--- config.mk ---
export PLATFORM = sky130hd
export DESIGN_NAME = irq_resolver
export DESIGN_NICKNAME = d
export VERILOG_FILES = /design/src/rtl/irq_resolver_pkg.sv /design/src/rtl/irq_pick.sv /design/src/rtl/irq_cfg_regs.sv /design/src/rtl/irq_resolver.sv
export SDC_FILE = /design/constraint.sdc
export NUM_CORES = 1
export LEC_CHECK = 0
export BUFFER_PORTS_ARGS = -buffer_cell sky130_fd_sc_hd__clkbuf_2
export CORE_MARGIN = 2
export CORE_UTILIZATION = 30
export DETAILED_ROUTE_END_ITERATION = 10
export HOLD_SLACK_MARGIN = 0.02
export SLEW_MARGIN = 20
export SYNTH_ARGS = -nofsm -noshare
export SYNTH_HDL_FRONTEND = slang
export SYNTH_SLANG_ARGS = --single-unit
--- constraint.sdc ---
create_clock -name clk_i -period 6.5 [get_ports clk_i]
set_input_delay 1.3 -clock clk_i [delete_from_list [all_inputs] [get_ports clk_i]]
set_output_delay 1.3 -clock clk_i [all_outputs]
set_load 0.05 [all_outputs]
--- src/rtl/irq_resolver_pkg.sv ---
package irq_resolver_pkg;
  typedef enum logic [1:0] {
    PRI_FIXED    = 2'b00,
    PRI_AUTO     = 2'b01,
    PRI_SPECIFIC = 2'b10,
    PRI_RSVD     = 2'b11
  } pri_mode_e;

  localparam int unsigned DATA_W       = 8;
  localparam int unsigned CMD_EOS_BIT  = 7;
  localparam int unsigned CMD_SETLO_BIT = 6;
  localparam int unsigned CMD_MODE_LSB = 4;
endpackage

--- src/rtl/irq_pick.sv ---
module irq_pick #(
  parameter int unsigned N  = 8,
  parameter int unsigned LW = $clog2(N)
) (
  input  logic [N-1:0]  vec_i,
  input  logic [LW-1:0] lowest_i,
  output logic          found_o,
  output logic [LW-1:0] win_o,
  output logic [LW-1:0] rank_o
);
  // rank 0 = line just after lowest_i; scan downward so the smallest rank wins
  always_comb begin
    found_o = 1'b0;
    win_o   = '0;
    rank_o  = '0;
    for (int k = N - 1; k >= 0; k--) begin
      int idx;
      idx = (int'(lowest_i) + 1 + k) % N;
      if (vec_i[idx]) begin
        found_o = 1'b1;
        win_o   = LW'(idx);
        rank_o  = LW'(k);
      end
    end
  end
endmodule

--- src/rtl/irq_cfg_regs.sv ---
module irq_cfg_regs
  import irq_resolver_pkg::*;
#(
  parameter int unsigned N  = 8,
  parameter int unsigned LW = $clog2(N)
) (
  input  logic              clk_i,
  input  logic              rst_ni,
  input  logic              wr_en_i,
  input  logic              wr_addr_i,
  input  logic [DATA_W-1:0] wr_data_i,
  input  logic              top_isr_valid_i,
  input  logic [LW-1:0]     top_isr_lvl_i,
  output logic [N-1:0]      mask_o,
  output pri_mode_e         mode_o,
  output logic [LW-1:0]     eff_lowest_o,
  output logic              eos_o
);
  logic [LW-1:0] lowest_q;
  pri_mode_e     mode_d;
  logic          cmd_wr, setlo;

  assign cmd_wr = wr_en_i && !wr_addr_i;
  assign eos_o  = cmd_wr && wr_data_i[CMD_EOS_BIT];
  assign setlo  = cmd_wr && wr_data_i[CMD_SETLO_BIT];
  assign mode_d = pri_mode_e'(wr_data_i[CMD_MODE_LSB +: 2]);

  always_ff @(posedge clk_i or negedge rst_ni) begin
    if (!rst_ni) begin
      mask_o   <= '0;
      mode_o   <= PRI_FIXED;
      lowest_q <= LW'(N - 1);
    end else begin
      if (wr_en_i && wr_addr_i) mask_o <= wr_data_i[N-1:0];
      if (cmd_wr) mode_o <= mode_d;
      if (setlo)
        lowest_q <= wr_data_i[LW-1:0];
      else if (eos_o && mode_d == PRI_AUTO && top_isr_valid_i)
        lowest_q <= top_isr_lvl_i;
    end
  end

  assign eff_lowest_o = (mode_o == PRI_AUTO || mode_o == PRI_SPECIFIC) ? lowest_q : LW'(N - 1);

  p_mask_load_r4: assert property (@(posedge clk_i) disable iff (!rst_ni)
    wr_en_i && wr_addr_i |=> mask_o == $past(wr_data_i[N-1:0]));

  p_rotate_on_eos_r8: assert property (@(posedge clk_i) disable iff (!rst_ni)
    eos_o && !setlo && mode_d == PRI_AUTO && top_isr_valid_i |=> eff_lowest_o == $past(top_isr_lvl_i));

  p_setlo_r9: assert property (@(posedge clk_i) disable iff (!rst_ni)
    setlo && mode_d == PRI_SPECIFIC |=> eff_lowest_o == $past(wr_data_i[LW-1:0]));
endmodule

--- src/rtl/irq_resolver.sv ---
module irq_resolver
  import irq_resolver_pkg::*;
#(
  parameter int unsigned N  = 8,
  parameter int unsigned LW = $clog2(N)
) (
  input  logic              clk_i,
  input  logic              rst_ni,
  input  logic [N-1:0]      irq_req_i,
  input  logic              ack_i,
  input  logic              wr_en_i,
  input  logic              wr_addr_i,
  input  logic [DATA_W-1:0] wr_data_i,
  output logic              int_o,
  output logic [LW-1:0]     level_o,
  output logic [N-1:0]      in_service_o
);
  logic [N-1:0]  irr_q, isr_q, mask;
  pri_mode_e     mode;
  logic [LW-1:0] eff_lowest;
  logic          eos;
  logic          req_found, isr_found, take;
  logic [LW-1:0] req_win, req_rank, isr_win, isr_rank;
  logic [N-1:0]  take_vec, eos_vec;

  irq_cfg_regs #(.N(N), .LW(LW)) u_cfg (
    .clk_i          (clk_i),
    .rst_ni         (rst_ni),
    .wr_en_i        (wr_en_i),
    .wr_addr_i      (wr_addr_i),
    .wr_data_i      (wr_data_i),
    .top_isr_valid_i(isr_found),
    .top_isr_lvl_i  (isr_win),
    .mask_o         (mask),
    .mode_o         (mode),
    .eff_lowest_o   (eff_lowest),
    .eos_o          (eos)
  );

  irq_pick #(.N(N), .LW(LW)) u_pick_req (
    .vec_i   (irr_q & ~mask),
    .lowest_i(eff_lowest),
    .found_o (req_found),
    .win_o   (req_win),
    .rank_o  (req_rank)
  );

  irq_pick #(.N(N), .LW(LW)) u_pick_isr (
    .vec_i   (isr_q),
    .lowest_i(eff_lowest),
    .found_o (isr_found),
    .win_o   (isr_win),
    .rank_o  (isr_rank)
  );

  // strictly higher than every in-service level
  assign int_o    = req_found && (!isr_found || req_rank < isr_rank);
  assign take     = ack_i && int_o;
  assign take_vec = take ? (N'(1) << req_win) : '0;
  assign eos_vec  = (eos && isr_found) ? (N'(1) << isr_win) : '0;

  always_ff @(posedge clk_i or negedge rst_ni) begin
    if (!rst_ni) begin
      irr_q   <= '0;
      isr_q   <= '0;
      level_o <= '0;
    end else begin
      irr_q <= (irr_q | irq_req_i) & ~take_vec;
      isr_q <= (isr_q & ~eos_vec) | take_vec;
      if (take) level_o <= req_win;
    end
  end

  assign in_service_o = isr_q;

  p_ack_enters_service_r3: assert property (@(posedge clk_i) disable iff (!rst_ni)
    take |=> in_service_o[level_o]);

  p_ack_ignored_r6: assert property (@(posedge clk_i) disable iff (!rst_ni)
    !take |=> $stable(level_o));

  p_isr_quiet_r6: assert property (@(posedge clk_i) disable iff (!rst_ni)
    !take && !eos |=> $stable(in_service_o));

  p_eos_retires_one_r7: assert property (@(posedge clk_i) disable iff (!rst_ni)
    eos && !take && isr_found |=> $countones(in_service_o) == $past($countones(in_service_o)) - 1);

  p_service_grows_r5: assert property (@(posedge clk_i) disable iff (!rst_ni)
    take && !eos |=> $countones(in_service_o) == $past($countones(in_service_o)) + 1);
endmodule

==> results of run 1 <==
[placed cells by master, fill, tap and decap left out, types with 4 or more instances in the layout]
cell and count:
a32oi_1 4, and3_1 4, nand2b_1 8, a22o_1 6
a221oi_1 5, buf_4 13, dfrtp_1 29, a211oi_1 6
o22ai_1 6, clkbuf_2 31, nor3_1 10, mux2_2 15
nor2_1 25, o21ai_0 23, a22oi_1 6, a2111oi_0 7
nand3_1 11, clkbuf_16 5, a21oi_1 21, nand2_1 27
nor2b_1 14, o211ai_1 9, nor3b_1 9, inv_1 6
a31oi_1 9, mux2i_1 15, and2_1 9, nand4_1 10
o21ai_1 16, mux4_2 6
[sequential cells by signal, indices dropped and copies added, names as in the netlist]
| signal | count |
|---|---|
| in_service_o | 8 |
| u_cfg.mask_o | 8 |
| level_o | 3 |
| irr_q | 8 |
| u_cfg.lowest_q | 3 |
| u_cfg.mode_o | 2 |
[worst min-delay path by stage]
stage	from	end	slack, ps	depth (start not counted)
2_1_floorplan	u_cfg.mask_o[7]$_DFFE_PN0P_	u_cfg.mask_o[7]$_DFFE_PN0P_	500	1
3_3_place_gp	level_o[1]$_DFFE_PN0P_	level_o[1]$_DFFE_PN0P_	490	1
3_5_place_dp	level_o[2]$_DFFE_PN0P_	level_o[2]$_DFFE_PN0P_	500	1
4_1_cts	level_o[2]$_DFFE_PN0P_	level_o[2]$_DFFE_PN0P_	510	1
5_1_grt	level_o[2]$_DFFE_PN0P_	level_o[2]$_DFFE_PN0P_	530	1
6_report	level_o[2]$_DFFE_PN0P_	level_o[2]$_DFFE_PN0P_	510	1
[final cells by class]
cell class / count / area [um2]
Tap cell: 172 / 215
Inverter: 8 / 32.5
Multi-Input combinational cell: 370 / 2890
Timing Repair Buffer: 45 / 273
Clock buffer: 7 / 153
Clock inverter: 1 / 30.0
Sequential cell: 32 / 805
Fill cell: 1270 / 8170
[critical path: stages, from the launching register on]
cell and delay (ps):
dfrtp_1 450, xnor2_4 230, nor2_8 260, inv_2 140, ha_2 530, buf_4 300
nor3b_1 80, o211ai_1 280, nand2_1 240, mux2i_1 380, and3_1 270, nand2_1 60
a31oi_1 170, ha_1 270, a21oi_1 150, nand2_1 80, o311a_4 420, nor2_1 210
buf_12 170
[logic make-up after synthesis]
kind of cell,Yosys count
mux,42
buf+inv,29
flops,32
simple gates,157
fa+ha+maj,3
xor+xnor,3
compound gates,165
[per-layer routing]
| metal | up-vias | global-route usage (%) | routed length, um |
|---|---|---|---|
| met2 | 255 | 30.0 | 5990 |
| met5 | - | 0 | 0 |
| met3 | 40 | 2.77 | 1210 |
| li1 | 1810 | - | - |
| met4 | 0 | 6.55 | 448 |
| met1 | 1910 | 24.7 | 5330 |
[through the flow]
stage / worst slack, ps / cell area [um2]
after CTS: 98.9 / 4380
after global placement: 537 / 4200
after floorplan: 548 / 3860
final: 237 / 4400
after detailed placement: 399 / 4200
after global routing: 25.9 / 4400
[what timing repair did]
| action | 4_1_cts | 5_1_grt |
|---|---|---|
| resized for setup | 0 | 3 |
| buffers inserted | 0 | 1 |
| setup endpoints to repair | 0 | 1 |
==> summary.md, run 1 <==
| Metric | Value |
|---|---|
| Final hold viol count | `0` |
| Clk slew on worst S/H paths | `~50 ps` |
| Initial antenna violation count | `0` |
| Min Hold Slack | `512 ps` |
| Top cell type's share of synthesized area | `about a fifth` |
| Initial core utilization | `between 30 and 40%` |
| YS warnings | `0` |
| Nets | `between 400 and 500` |
| CTS root buf | `clkbuf_16` |
| Placed cell count | `between 600 and 700` |
| Routed wire length | `13.0 mm` |
| CTS tree | `built` |
| H-tree levels | `2` |
| Simple-gate portion of the synthesized area | `around 25%` |
| Synth cell types | `94` |
| Hold crit path type | `reg -> reg` |
| Slew @ Worst Pin | `between 800 and 900 ps` |
| Arr. time, crit path | `between 4000 and 5000 ps` |
| Die ar. | `between 10,000 and 15,000 um2` |
| Synth Area in Compound Gates | `approximately a third` |
| Final Cycle Share | `96.4%` |
| Most frequent cell after synthesis | `dfrtp_1` |
| Utilization after layout | `between 30% and 40%` |
| Worst-path fanout max | `19` |
| Slew HR | `between 40% and 50%` |
| Number of global-route vias before repair | `3,724` |
| Total global routing overflow | `0` |
| Post-synthesis instance area | `3860 um2` |
| Post-synth top cells | `dfrtp_1, nand2_1, nor2_1, o21ai_0, a21oi_1` |
| Post-route minimum period | `approximately 6300 ps` |
| Hpwl dp | `10.1 mm` |
| R2r startpoint | `u_cfg.mode_o[1]$_DFFE_PN0P_` |
| Pre-antenna DRT Iters | `5` |
| Largest net degree at the start of global routing | `33` |
| Finished Layout Cells | `635` |
| Crit path required time | `~5200 ps` |
| Worst r2r dst | `irr_q[2]$_DFF_PN0_` |
| Worst setup path startpoint | `u_cfg.mode_o[1]$_DFFE_PN0P_` |
| Setup CP Type | `reg -> out` |
| CP Capture Type | `primary output` |
| Clk_skew | `~6.3 ps` |
| # IOs | `33` |
| Cells after synthesis | `between 400 and 500` |
| Overall Global Routing Usage | `between 10% and 20%` |
| DRT iter0 DRCs | `slightly below 600` |
| Sequential element share of the synthesized area | `20.9%` |
| Post-DRT Antenna Nets | `0` |
| Synth Area in Adders | `less than 1%` |
| RePlAce Congestion | `between 0.9 and 1` |
| RSZ-0062 raised after global routing | `no` |
| # DRC | `0` |
| Port Buffer Count | `32` |
| Clk buf depth | `2` |
| Status | `finished, final reports clean` |
| Final setup violation count | `0` |
| Syn Area/Cell | `8.95 um2` |
| Die H | `around 120 um` |
| Vias/cell | `6.32` |
| Die W | `about 120 um` |
| Worst Setup Start Kind | `register` |
| Routed len/inst | `just over 20 um` |
| Later-pin clock latency in the skew report | `between 200 and 300 ps` |
| Hold_buf cts | `0` |
| Sinks on Clock Net | `32` |
| Pins over their slew limit | `0` |
| Ys flop type | `dfrtp_1` |
| R2r setup slk | `roughly 1400 ps` |
| Proportion of layout cells with a drive suffix above 1 | `24.4%` |
| First-pass GRT wire length | `roughly 21 mm` |
| Max Cap Violations | `0` |
| Top cell type by total area after synthesis | `dfrtp_1` |
| Largest family of logic cells by synthesized area | `compound AO/OA/AOI/OAI gates` |
| Num CTS Buffers | `5` |
| Largest cells by area after synthesis | `dfrtp_1, mux2_2, mux2i_1, mux4_2, o21ai_0` |
| Area Growth Syn to Fin | `14.0%` |
| Diode count | `0` |
| Num rows | `41` |
| FF+latch count, synth | `32` |
| Post-synth ARST share | `100%` |
| Number of synthesized flops with an enable pin | `0` |
| CP endpoint | `int_o` |
| Vias | `about 4,000` |
| Core ar. | `12,600 um2` |
| Net Count, Synth | `455` |
| Mux cell area share after synthesis | `around 15%` |
| Fmax achieved | `between 0.15 and 0.2 GHz` |
| R2R depth | `18` |
| XOR/XNOR Fraction of Synth Area | `1.23%` |
| Setup TNS Final | `0 ps` |
Power of run 1 is not shown: default switching activity piles up to over one toggle a cycle in this logic, so the estimate is an artifact.
==> run 2, diff against run 1 <==
Settings changed: REMOVE_ABC_BUFFERS from default to 1.
Clock period 6.5 ns to 7.1 ns, I/O delays scaled along.
==> run 2 against run 1 <==
  * Flip-flop and latch count stayed put
  * Die area stayed put
  * Wire length is 0.63% higher
  * Cell area is 1.3% lower
  * Non-clock buffer count is 2 lower
  * Utilization is 0.47 points lower
==> summary.md, run 2 (synthesis results as in run 1) <==
| Metric | Value |
|---|---|
| Status | `finished, final reports clean (unchanged)` |
| H-tree levels | `2 (unchanged)` |
| Pre-antenna DRT Iters | `5 (unchanged)` |
| Clk slew on worst S/H paths | `60 ps (was 50 ps)` |
| Num rows | `41 (unchanged)` |
| CTS root buf | `clkbuf_16 (unchanged)` |
| Final setup violation count | `0 (unchanged)` |
| Port Buffer Count | `32 (unchanged)` |
| Pins over their slew limit | `0 (unchanged)` |
| Fmax achieved | `around 0.15 GHz` |
| Clk buf depth | `2 (unchanged)` |
| Sinks on Clock Net | `32 (unchanged)` |
| Setup CP Type | `reg -> out (unchanged)` |
| Overall Global Routing Usage | `18.6% (was 18.4%)` |
| Area Growth Syn to Fin | `12.5% (was 14.0%)` |
| Diode count | `0 (unchanged)` |
| Num CTS Buffers | `5 (unchanged)` |
| CP Capture Type | `primary output (unchanged)` |
| Nets | `484 (was 486)` |
| Routed wire length | `13.1 mm (was 13.0 mm)` |
| Number of global-route vias before repair | `3,680 (was 3,724)` |
| Setup TNS Final | `0 ps (unchanged)` |
| Hpwl dp | `10.1 mm (about the same)` |
| Later-pin clock latency in the skew report | `280 ps (was 270 ps)` |
| # IOs | `33 (unchanged)` |
| # DRC | `0 (unchanged)` |
| DRT iter0 DRCs | `433 (was 597)` |
| Crit path required time | `5680 ps (was 5200 ps)` |
| Final Cycle Share | `between 90% and 100%` |
| First-pass GRT wire length | `20.9 mm (was 20.6 mm)` |
| Largest net degree at the start of global routing | `33 (unchanged)` |
| Post-route minimum period | `between 6000 and 7000 ps` |
| Arr. time, crit path | `5120 ps (was 4960 ps)` |
| Initial antenna violation count | `0 (unchanged)` |
| Clk_skew | `7.37 ps (was 6.34 ps)` |
| Slew @ Worst Pin | `798 ps (was 824 ps)` |
| Vias | `3,944 (was 4,015)` |
| Hold crit path type | `reg -> reg (unchanged)` |
| Final hold viol count | `0 (unchanged)` |
| Vias/cell | `6.23 (was 6.32)` |
| Proportion of layout cells with a drive suffix above 1 | `23.6% (was 24.4%)` |
| Number of setup buffers added after CTS | `0 (unchanged)` |
| Die ar. | `13,800 um2 (unchanged)` |
| RePlAce Congestion | `0.934 (was 0.959)` |
| Initial core utilization | `30.7% (unchanged)` |
| Most frequent cells in the layout | `clkbuf_2, dfrtp_1, nand2_1, nor2_1, o21ai_0 (unchanged)` |
| Worst Setup Start Kind | `register (unchanged)` |
| RSZ-0062 raised after global routing | `no (unchanged)` |
| # resized after CTS | `0 (unchanged)` |
| Post-DRT Antenna Nets | `0 (unchanged)` |
| Hold_buf cts | `0 (unchanged)` |
| Slew HR | `46.8% (was 44.9%)` |
| CTS tree | `built (unchanged)` |
| Worst-path fanout max | `19 (unchanged)` |
| Total global routing overflow | `0 (unchanged)` |
| Die H | `117 um (unchanged)` |
| Die W | `117 um (unchanged)` |
| Routed len/inst | `20.6 um (was 20.4 um)` |
| Max Cap Violations | `0 (unchanged)` |
| Core ar. | `12,600 um2 (unchanged)` |
| # fillers | `1,297 (was 1,270)` |
| Most common cell after layout, fill and taps aside | `clkbuf_2 (unchanged)` |
[run 2: cell count changes in the layout (fill, tap and decap cells not counted)]
cell,before,now
o21ai_0,23,24
nand2_2,1,0
nand2_1,27,28
clkbuf_1,0,1
o21ai_1,16,15
clkbuf_2,31,32
buf_4,13,11
buf_12,1,0
bufinv_16,1,0
[run 2: layer usage]
| layer | up-vias | track usage, % | share of wire [%] |
|---|---|---|---|
| li1 | 1805 | - | - |
| met1 | 1931 | 25.8 | 44 |
| met2 | 190 | 31.7 | 49 |
| met3 | 18 | 1.80 | 5.6 |
| met4 | 0 | 3.69 | 1.6 |
| met5 | - | 0 | 0 |
[run 2: cell type report]
type / count / area (um2) / share of cell area, %
Multi-Input combinational cell: 370 / 2890 / 66.5
Inverter: 8 / 32.5 / 0.750
Timing Repair Buffer: 43 / 243 / 5.60
Sequential cell: 32 / 805 / 18.5
Clock buffer: 8 / 156 / 3.61
Tap cell: 172 / 215 / 4.96
[run 2: worst paths after layout]
kind                                                   from                           to  slack [ps]  cells past startpoint
worst max-delay path            u_cfg.mode_o[0]$_DFFE_PN0P_                        int_o         560                     17
min in group asynchronous                            rst_ni  u_cfg.mask_o[7]$_DFFE_PN0P_        1220                      1
max in group asynchronous                            rst_ni    in_service_o[5]$_DFF_PN0_        5370                      1
worst min-delay path                 level_o[1]$_DFFE_PN0P_       level_o[1]$_DFFE_PN0P_         520                      1
worst min register to register       level_o[1]$_DFFE_PN0P_       level_o[1]$_DFFE_PN0P_         520                      1
worst max register to register  u_cfg.mode_o[0]$_DFFE_PN0P_           irr_q[2]$_DFF_PN0_        1860                     17
[run 2: stage by stage]
step	util, %	cells	setup slack (ps)	area (um2)	hold slack [ps]
CTS	34.5	633	419	4340	517
detailed placement	33.3	625	707	4180	495
global placement	33.3	625	817	4180	496
floorplan	-	410	208	3710	495
finish	34.5	633	564	4340	518
global route	34.5	633	190	4340	535
[run 2: critical path: stages (launching register included)]
cell and delay (ps):
dfrtp_1 450, xnor2_4 270, nor2_4 320, inv_4 190, ha_2 230, buf_4 190, or4b_1 500, o221ai_1 180
a2111oi_0 130, o21ai_1 340, o2111ai_1 320, o21ai_0 350, ha_1 310, a21oi_1 150, nand2_1 80, o311a_4 420
nor2_1 120, clkbuf_2 280
Power of run 2 is left out for the same reason.
==> run 3, diff against run 2 <==
Settings changed: CORE_MARGIN 2 to default, GPL_TIMING_DRIVEN from default to 0.
==> run 3 against run 2 <==
  * Cell area shrank 0.43%
  * Die area shrank 3.4%
  * Flip-flop and latch count is the same
  * Clock skew shrank 4.0 ps
  * First-iteration DRC count shrank 4.6%
  * Sequential share of layout area grew 0.17 points
  * Maximum frequency shrank 2.7%
  * Non-clock buffer count shrank 7
  * Critical endpoint unchanged
  * Wire length shrank 4.9%
  * Count of clock-buffer cells in the layout shrank 1
==> summary.md, run 3 (synthesis results as in run 1) <==
| Metric | Value |
|---|---|
| Status | `finished, final reports clean (unchanged)` |
| Pins over their slew limit | `0 (unchanged)` |
| Min Hold Slack | `505 ps (was 518 ps)` |
| Fmax achieved | `0.149 GHz (was 0.153 GHz)` |
| Met1 wire length | `5.22 mm (was 5.74 mm)` |
| H-tree levels | `2 (unchanged)` |
| Sinks on Clock Net | `32 (unchanged)` |
| Num rows | `41 (unchanged)` |
| Diode count | `0 (unchanged)` |
| Clk slew on worst S/H paths | `50 ps (was 60 ps)` |
| Most frequent cells in the layout | `clkbuf_2, dfrtp_1, nand2_1, nor2_1, o21ai_0 (unchanged)` |
| Most common cell after layout, fill and taps aside | `clkbuf_2 (unchanged)` |
| Slowest cell on the critical path | `nand2_1 (was or4b_1)` |
| Vias | `3,990 (was 3,944)` |
| Die W | `115 um (was 117 um)` |
| Area Growth Syn to Fin | `12.0% (was 12.5%)` |
| Most common cell on crit path | `nand2_1` |
| Largest stage delay on the critical path | `540 ps (was 500 ps)` |
| Final setup violation count | `0 (unchanged)` |
| CP Cell Sequence | `xnor2_4, buf_16, nor2_8, inv_2, ha_4, inv_1, nand3_1, nand2_1, mux2i_1, and3_1, nand2_1, a31oi_1, ha_1, a21oi_1, nand2_1, o311a_4, nor2_1, clkbuf_2 (was xnor2_4, nor2_4, inv_4, ha_2, buf_4, or4b_1, o221ai_1, a2111oi_0, o21ai_1, o2111ai_1, o21ai_0, ha_1, a21oi_1, nand2_1, o311a_4, nor2_1, clkbuf_2)` |
| Die H | `115 um (was 117 um)` |
| Utilization after layout | `34.4% (was 34.5%)` |
| RSZ-0062 raised after global routing | `no (unchanged)` |
| Top layer used by detailed routing | `met4 (unchanged)` |
| Initial core utilization | `30.7% (unchanged)` |
| Pre-antenna DRT Iters | `5 (unchanged)` |
| Clk_skew | `3.36 ps (was 7.37 ps)` |
| Initial antenna violation count | `0 (unchanged)` |
| Die ar. | `13,300 um2 (was 13,800 um2)` |
| Final hold viol count | `0 (unchanged)` |
| Clk buf depth | `2 (unchanged)` |
| CP Capture Type | `primary output (unchanged)` |
| Slew HR | `45.4% (was 46.8%)` |
| Port Buffer Count | `32 (unchanged)` |
| Worst Setup Start Kind | `register (unchanged)` |
| Hold crit path type | `reg -> reg (unchanged)` |
| Worst-path fanout max | `14 (was 19)` |
| WL met3 | `935 um (was 734 um)` |
| Overall Global Routing Usage | `19.1% (was 18.6%)` |
| Later-pin clock latency in the skew report | `270 ps (was 280 ps)` |
| # fillers | `1,313 (was 1,297)` |
| Core ar. | `12,600 um2 (unchanged)` |
| First-pass GRT wire length | `19.8 mm (was 20.9 mm)` |
| Proportion of layout cells with a drive suffix above 1 | `22.7% (was 23.6%)` |
| Finished Layout Cells | `626 (was 633)` |
| Setup ws final | `383 ps (was 564 ps)` |
| CTS root buf | `clkbuf_16 (unchanged)` |
| DRT iter0 DRCs | `413 (was 433)` |
| Vias/cell | `6.37 (was 6.23)` |
| Crit path required time | `5680 ps (about the same)` |
| Hold_buf cts | `0 (unchanged)` |
| Total global routing overflow | `0 (unchanged)` |
| Setup CP Type | `reg -> out (unchanged)` |
| Metal2 WL | `5.79 mm (was 6.37 mm)` |
| Arr. time, crit path | `5300 ps (was 5120 ps)` |
| Placed cell count | `616 (was 625)` |
| Post-route minimum period | `6720 ps (was 6540 ps)` |
| Max Cap Violations | `0 (unchanged)` |
| Final Cycle Share | `94.6% (was 92.1%)` |
| Routed len/inst | `19.8 um (was 20.6 um)` |
| Routed wire length | `12.4 mm (was 13.1 mm)` |
| # IOs | `33 (unchanged)` |
| Largest net degree at the start of global routing | `33 (unchanged)` |
| Nets | `477 (was 484)` |
| Number of global-route vias before repair | `3,768 (was 3,680)` |
| Dpl ws | `139 ps (was 707 ps)` |
| RePlAce Congestion | `0.996 (was 0.934)` |
| Hpwl dp | `9.59 mm (was 10.1 mm)` |
| # DRC | `0 (unchanged)` |
| Post-DRT Antenna Nets | `0 (unchanged)` |
| Num CTS Buffers | `5 (unchanged)` |
| CTS tree | `built (unchanged)` |
| Slew @ Worst Pin | `816 ps (was 798 ps)` |
[run 3: critical path, delay by kind of cell (launching register included)]
family / cells / cell delay, ps
AO/OA/AOI/OAI: 3 / 770
buffers and inverters: 4 / 900
adder cells (fa/ha/maj): 2 / 530
XOR/XNOR: 1 / 230
flip-flops: 1 / 460
AND/OR/NAND/NOR: 7 / 1630
multiplexers: 1 / 480
[run 3: layer usage]
metal	vias up	track usage (%)
li1	1793	-
met4	0	9.18
met3	39	2.11
met5	-	0
met2	231	30.4
met1	1927	25.8
[run 3: path summary, 6_finish.rpt]
path | startpoint | slack, ps | cells after the start | to
max | u_cfg.mode_o[1]$_DFFE_PN0P_ | 380 | 18 | int_o
min | level_o[1]$_DFFE_PN0P_ | 500 | 1 | level_o[1]$_DFFE_PN0P_
max reg2reg | u_cfg.mode_o[1]$_DFFE_PN0P_ | 1730 | 18 | level_o[1]$_DFFE_PN0P_
min reg2reg | level_o[1]$_DFFE_PN0P_ | 500 | 1 | level_o[1]$_DFFE_PN0P_
max in group asynchronous | rst_ni | 5370 | 1 | u_cfg.mode_o[0]$_DFFE_PN0P_
min in group asynchronous | rst_ni | 1220 | 1 | u_cfg.mask_o[0]$_DFFE_PN0P_
[run 3: final cells by class]
cell class	count	area, um2	area share [%]
well taps	172	215	4.98
flip-flops and latches	32	808	18.7
clock inverters	1	5.00	0.116
clock buffers	7	133	3.07
inverters	8	32.5	0.753
repair buffers	36	214	4.95
multi-input cells	370	2910	67.4
[run 3: what timing repair did]
item                                    CTS  global route
pin swaps                                 1             0
endpoints found under the setup margin    1             1
buffers inserted                          2             0
resized for setup                         0             2
[run 3: through the flow]
step,setup TNS (ps),instance area (um2)
after global placement,-709,4090
after floorplan,0,3710
after detailed placement,0,4140
after CTS,0,4300
after global routing,0,4320
final,0,4320
Power of run 3 is left out for the same reason.
